==> config.mk <==
export PLATFORM = sky130hd
export DESIGN_NAME = dma2d_addr_gen
export DESIGN_NICKNAME = d
export VERILOG_FILES = /design/src/rtl/dma2d_addr_gen.sv
export SDC_FILE = /design/constraint.sdc
export NUM_CORES = 1
export LEC_CHECK = 0
export ABC_AREA = 1
export CAP_MARGIN = 0
export CORE_AREA = 3 3 213 215
export DETAILED_ROUTE_END_ITERATION = 8
export DIE_AREA = 0 0 216 218
export GPL_ROUTABILITY_DRIVEN = 0
export GPL_TIMING_DRIVEN = 0
export PLACE_DENSITY = 0.46
export SLEW_MARGIN = 0
export SYNTH_ARGS = -nofsm -noshare
export SYNTH_HDL_FRONTEND = slang
export SYNTH_SLANG_ARGS = --single-unit
==> constraint.sdc <==
create_clock -name clk -period 5.75 [get_ports clk]
set_input_delay 0.8625 -clock clk [delete_from_list [all_inputs] [get_ports clk]]
set_output_delay 0.8625 -clock clk [all_outputs]
set_load 0.005 [all_outputs]
==> src/rtl/dma2d_addr_gen.sv <==
module dma2d_addr_gen #(
  parameter int ADDR_W     = 32,
  parameter int LEN_W      = 16,
  parameter int BEAT_BYTES = 8,
  parameter bit ADDR_EN    = 1'b1
) (
  input  logic              clk,
  input  logic              rst_n,
  input  logic              desc_valid,
  output logic              desc_ready,
  input  logic [ADDR_W-1:0] desc_addr,
  input  logic [LEN_W-1:0]  desc_xlen_m1,
  input  logic [LEN_W-1:0]  desc_ylen_m1,
  input  logic [LEN_W-1:0]  desc_stride,
  input  logic              desc_cyclic,
  input  logic              abort,
  output logic              beat_valid,
  input  logic              beat_ready,
  output logic [ADDR_W-1:0] beat_addr,
  output logic              beat_row_last,
  output logic              beat_last,
  output logic [ADDR_W-1:0] cur_addr,
  output logic              busy,
  output logic              done
);
  localparam int SH    = $clog2(BEAT_BYTES);
  localparam int COL_W = LEN_W - SH;
  localparam logic [ADDR_W-1:0] AMASK = ~(ADDR_W'(BEAT_BYTES - 1));
  localparam logic [ADDR_W-1:0] STEP  = ADDR_W'(BEAT_BYTES);

  logic             busy_q, cyc_q, done_q;
  logic [COL_W-1:0] col_q, cols_m1_q;
  logic [LEN_W-1:0] row_q, rows_m1_q;

  logic load, fire, col_end, all_end;
  assign load    = desc_valid & ~busy_q;
  assign fire    = beat_valid & beat_ready;
  assign col_end = col_q == cols_m1_q;
  assign all_end = col_end & (row_q == rows_m1_q);

  assign desc_ready    = ~busy_q;
  assign busy          = busy_q;
  assign done          = done_q;
  assign beat_valid    = busy_q & ~abort;
  assign beat_row_last = beat_valid & col_end;
  assign beat_last     = beat_valid & all_end;

  always_ff @(posedge clk) begin
    if (!rst_n) begin
      busy_q    <= 1'b0;
      cyc_q     <= 1'b0;
      col_q     <= '0;
      row_q     <= '0;
      cols_m1_q <= '0;
      rows_m1_q <= '0;
    end else if (load) begin
      busy_q    <= 1'b1;
      cyc_q     <= desc_cyclic;
      col_q     <= '0;
      row_q     <= '0;
      cols_m1_q <= desc_xlen_m1[LEN_W-1:SH];
      rows_m1_q <= desc_ylen_m1;
    end else if (abort) begin
      busy_q <= 1'b0;
    end else if (fire) begin
      if (all_end) begin
        col_q <= '0;
        row_q <= '0;
        if (!cyc_q) busy_q <= 1'b0;
      end else if (col_end) begin
        col_q <= '0;
        row_q <= row_q + 1'b1;
      end else begin
        col_q <= col_q + 1'b1;
      end
    end
  end

  always_ff @(posedge clk) begin
    if (!rst_n) done_q <= 1'b0;
    else        done_q <= fire & all_end & ~cyc_q;
  end

  generate
    if (ADDR_EN) begin : g_addr
      logic [ADDR_W-1:0] addr_q, base_q, start_q, stride_q, cur_q;
      always_ff @(posedge clk) begin
        if (!rst_n) begin
          addr_q   <= '0;
          base_q   <= '0;
          start_q  <= '0;
          stride_q <= '0;
          cur_q    <= '0;
        end else if (load) begin
          addr_q   <= desc_addr & AMASK;
          base_q   <= desc_addr & AMASK;
          start_q  <= desc_addr & AMASK;
          stride_q <= ADDR_W'(desc_stride) & AMASK;
        end else if (fire) begin
          cur_q <= addr_q;
          if (all_end) begin
            addr_q <= start_q;
            base_q <= start_q;
          end else if (col_end) begin
            addr_q <= base_q + stride_q;
            base_q <= base_q + stride_q;
          end else begin
            addr_q <= addr_q + STEP;
          end
        end
      end
      assign beat_addr = addr_q;
      assign cur_addr  = cur_q;
    end else begin : g_noaddr
      assign beat_addr = '0;
      assign cur_addr  = '0;
    end
  endgenerate
endmodule

==> results.cfg <==
[floorplanning]
die-area_sq_um = 47100
ios = 156
core-area_sq_um = 43900
start_util = 0.248
die_y_um = 218
num_rows = 77
chipWidth_um = 216

[route]
ant_nets = 0
firstDrtPassIters = 8
totalWireLength_um = 45000
post-route-drc-count = 0
via_per_inst = 4.78
num_vias = 11735
wl_per_cell_um = 18.3
drtIter0Drc = 958

[clock_network]
htree_levels = 4
clk_path_buf_depth = 2
cts_buffers = 17
post_cts_buffers = 0
cts_tree = built
cts_sinks = 199
cts_resized = 0
holdBufCountCts = 0
clk_latency_ns = 0.46
root_buffer = clkbuf_16
clkTransAtPathRegs_ns = 0.07

[cells_and_area]
diodes = 0
fillers = 4966
nets = 1952
syn2layout_area_growth_pct = 26.1
drive_gt1_frac = 0.0398
fin_util = 0.312

[global_routing]
grt_pass1_vias = 11291
gr-usage-all-layers = 0.186
grt_overflow = 0
grt_max_degree = 18
antenna_found_initial = 0
grt_pass1_wl_um = 66800

[flow_run]
cap_violations = 0

[timing]
period_needed_ns = 3.73
report.final.slew_viol_count = 0
fin_crit_sh = 0.648
fmax_mhz = 268
hold_viol = 0
timing.setup.tns_ns = 0
setup_viol = 0
relSlewSlack = 0.357
finClkSkew_ns = 0.0159
grt_setup_unrepaired = no
worstMarginPinSlew_ns = 0.964

[synth]
syn_inst = 1684
synth_cell_types = 39
syn-cell-area_sq_um = 10900
syn-num-nets = 1787
synth_top_area_cell = dfxtp_1
synth_compound_area_frac = 0.152
synth.yosys.warnings = 0
synth.most_common_cell = nand2_1
synth-simple-area-share = 0.315
yosys.area_share.xor_xnor = 0.0467
yosysTopAreaCellShare = 0.366
seq_area_frac_synth = 0.366
synthAdderAreaFrac = 0.0203
synthArstFlopShare = 0
ys_ff_latch = 199
synth_edf_count = 0
yosys-top-cells-count = nand2_1, nor2_1, dfxtp_1, inv_1, o21ai_0
synth_flop_cell = dfxtp_1
synthMuxAreaShare = 0
avgSynthCellArea_sq_um = 6.46
synth_top_family_by_area = simple AND/OR/NAND/NOR gates
ys_top_cells_by_area = dfxtp_1, nand2_1, nor2_1, o21ai_0, inv_1

[worst_hold_path]
hold_path_startpoint = g_addr.base_q[1]
worstHoldPathCells = 2
hp-class = flop to flop
whs_endpoint = g_addr.base_q[1]

[setup_path]
crit_arrival_ns = 2.87
endpoint_kind = output port
crit_required_ns = 4.89
start_kind = flop
reg2reg_from = busy
rrSetupSlack_ns = 2.91
worstSetupPathType = flop to output port
cp_max_fo = 10
r2r_cells = 8
reg2reg_to = g_addr.base_q[14]

[power_and_ir_drop]
p_leak_nw = 5.76
p_per_area_nw_per_um2 = 249
ir_drop_mv = 0.167

[outcome]
outcome = completed

[placed_design]
post-dp-hpwl_um = 35500
numPortBuffers = 146
==> per-layer routing <==
layer | vias up | wire (um) | global-route usage | part of all wire
li1 | 5728 | - | - | -
met1 | 5564 | 19900 | 0.242 | 0.44
met2 | 373 | 20900 | 0.312 | 0.47
met3 | 70 | 2640 | 0.0325 | 0.059
met4 | 0 | 1480 | 0.0665 | 0.033
met5 | - | 0 | 0 | 0
==> layout make-up <==
type	instances	area [sq um]	share of cell area
plain buffers	71	313	0.0228
clock buffers	19	453	0.0330
inverters	206	773	0.0564
repair buffers	146	1460	0.107
multi-input cells	1208	5800	0.423
well taps	592	741	0.0540
flip-flops and latches	199	3980	0.290
clock inverters	12	188	0.0137
==> through the flow <==
step | hold slack (ns) | setup WS [ns] | instance area (sq um) | instances | power, W
2_1_floorplan | 0.408 | 3.50 | 10900 | 1684 | 0.00182
3_3_place_gp | 0.415 | 2.05 | 13100 | 2422 | 0.00209
3_5_place_dp | 0.420 | 2.02 | 13100 | 2422 | 0.00209
4_1_cts | 0.431 | 2.01 | 13700 | 2453 | 0.00344
5_1_grt | 0.456 | 1.89 | 13700 | 2453 | 0.00355
6_report | 0.432 | 2.02 | 13700 | 2453 | 0.00341
==> state kept, by name, indices dropped and copies added, names as in the netlist, 13 cells and up <==
signal / count
col_q: 13
cur_addr: 32
beat_addr: 32
g_addr.stride_q: 13
g_addr.base_q: 32
g_addr.start_q: 29
rows_m1_q: 16
row_q: 16
cols_m1_q: 13
==> report_power, final <==
group | switching [W] | internal [W]
Sequential | 0.0000645 | 0.00145
Clock | 0.000597 | 0.000759
Combinational | 0.000333 | 0.000211
Total | 0.000994 | 0.00242
==> cell usage in the layout (no fill, tap or decap), types with 3 or more instances in the layout <==
cell type / n
nand2_1: 391
nor2_1: 217
inv_1: 199
dfxtp_1: 199
o21ai_0: 155
clkdlybuf4s50_1: 146
a21oi_1: 132
nand3_1: 117
clkbuf_1: 44
xor2_1: 34
nor3_1: 28
nand4_1: 25
xnor2_1: 24
clkbuf_16: 17
buf_2: 16
ha_1: 16
o22ai_1: 10
o21ai_1: 9
a31oi_1: 9
inv_2: 7
buf_1: 7
nand3b_1: 6
nor3b_1: 5
inv_6: 5
nor2_2: 4
or2_2: 4
bufinv_16: 4
nand2_4: 3
buf_6: 3
==> worst max-delay path, stage by stage (launching register included) <==
cell and delay, ns:
dfxtp_1 0.50, xor2_1 0.11, nor2_1 0.11, nand3_1 0.17
nor2_8 0.30, inv_2 0.18, buf_2 0.28, nor2_2 0.21
clkdlybuf4s50_1 0.54
==> how the worst max path moves through the flow <==
stage,startpoint,to,depth (start not counted)
floorplan,abort,col_q[11],12
global placement,beat_ready,g_addr.base_q[14],9
CTS,col_q[0],beat_row_last,8
detailed placement,beat_ready,g_addr.base_q[14],9
global route,col_q[0],beat_row_last,8
finish,col_q[0],beat_row_last,8
==> logic make-up after synthesis <==
group / Yosys count
buffers and inverters: 277
DFF: 199
AOI/OAI and AO/OA: 321
adders and majority gates: 17
xor gates and xnor gates: 58
and+or+nand+nor: 812
No activity file was read; power rests on OpenSTA's default activity.
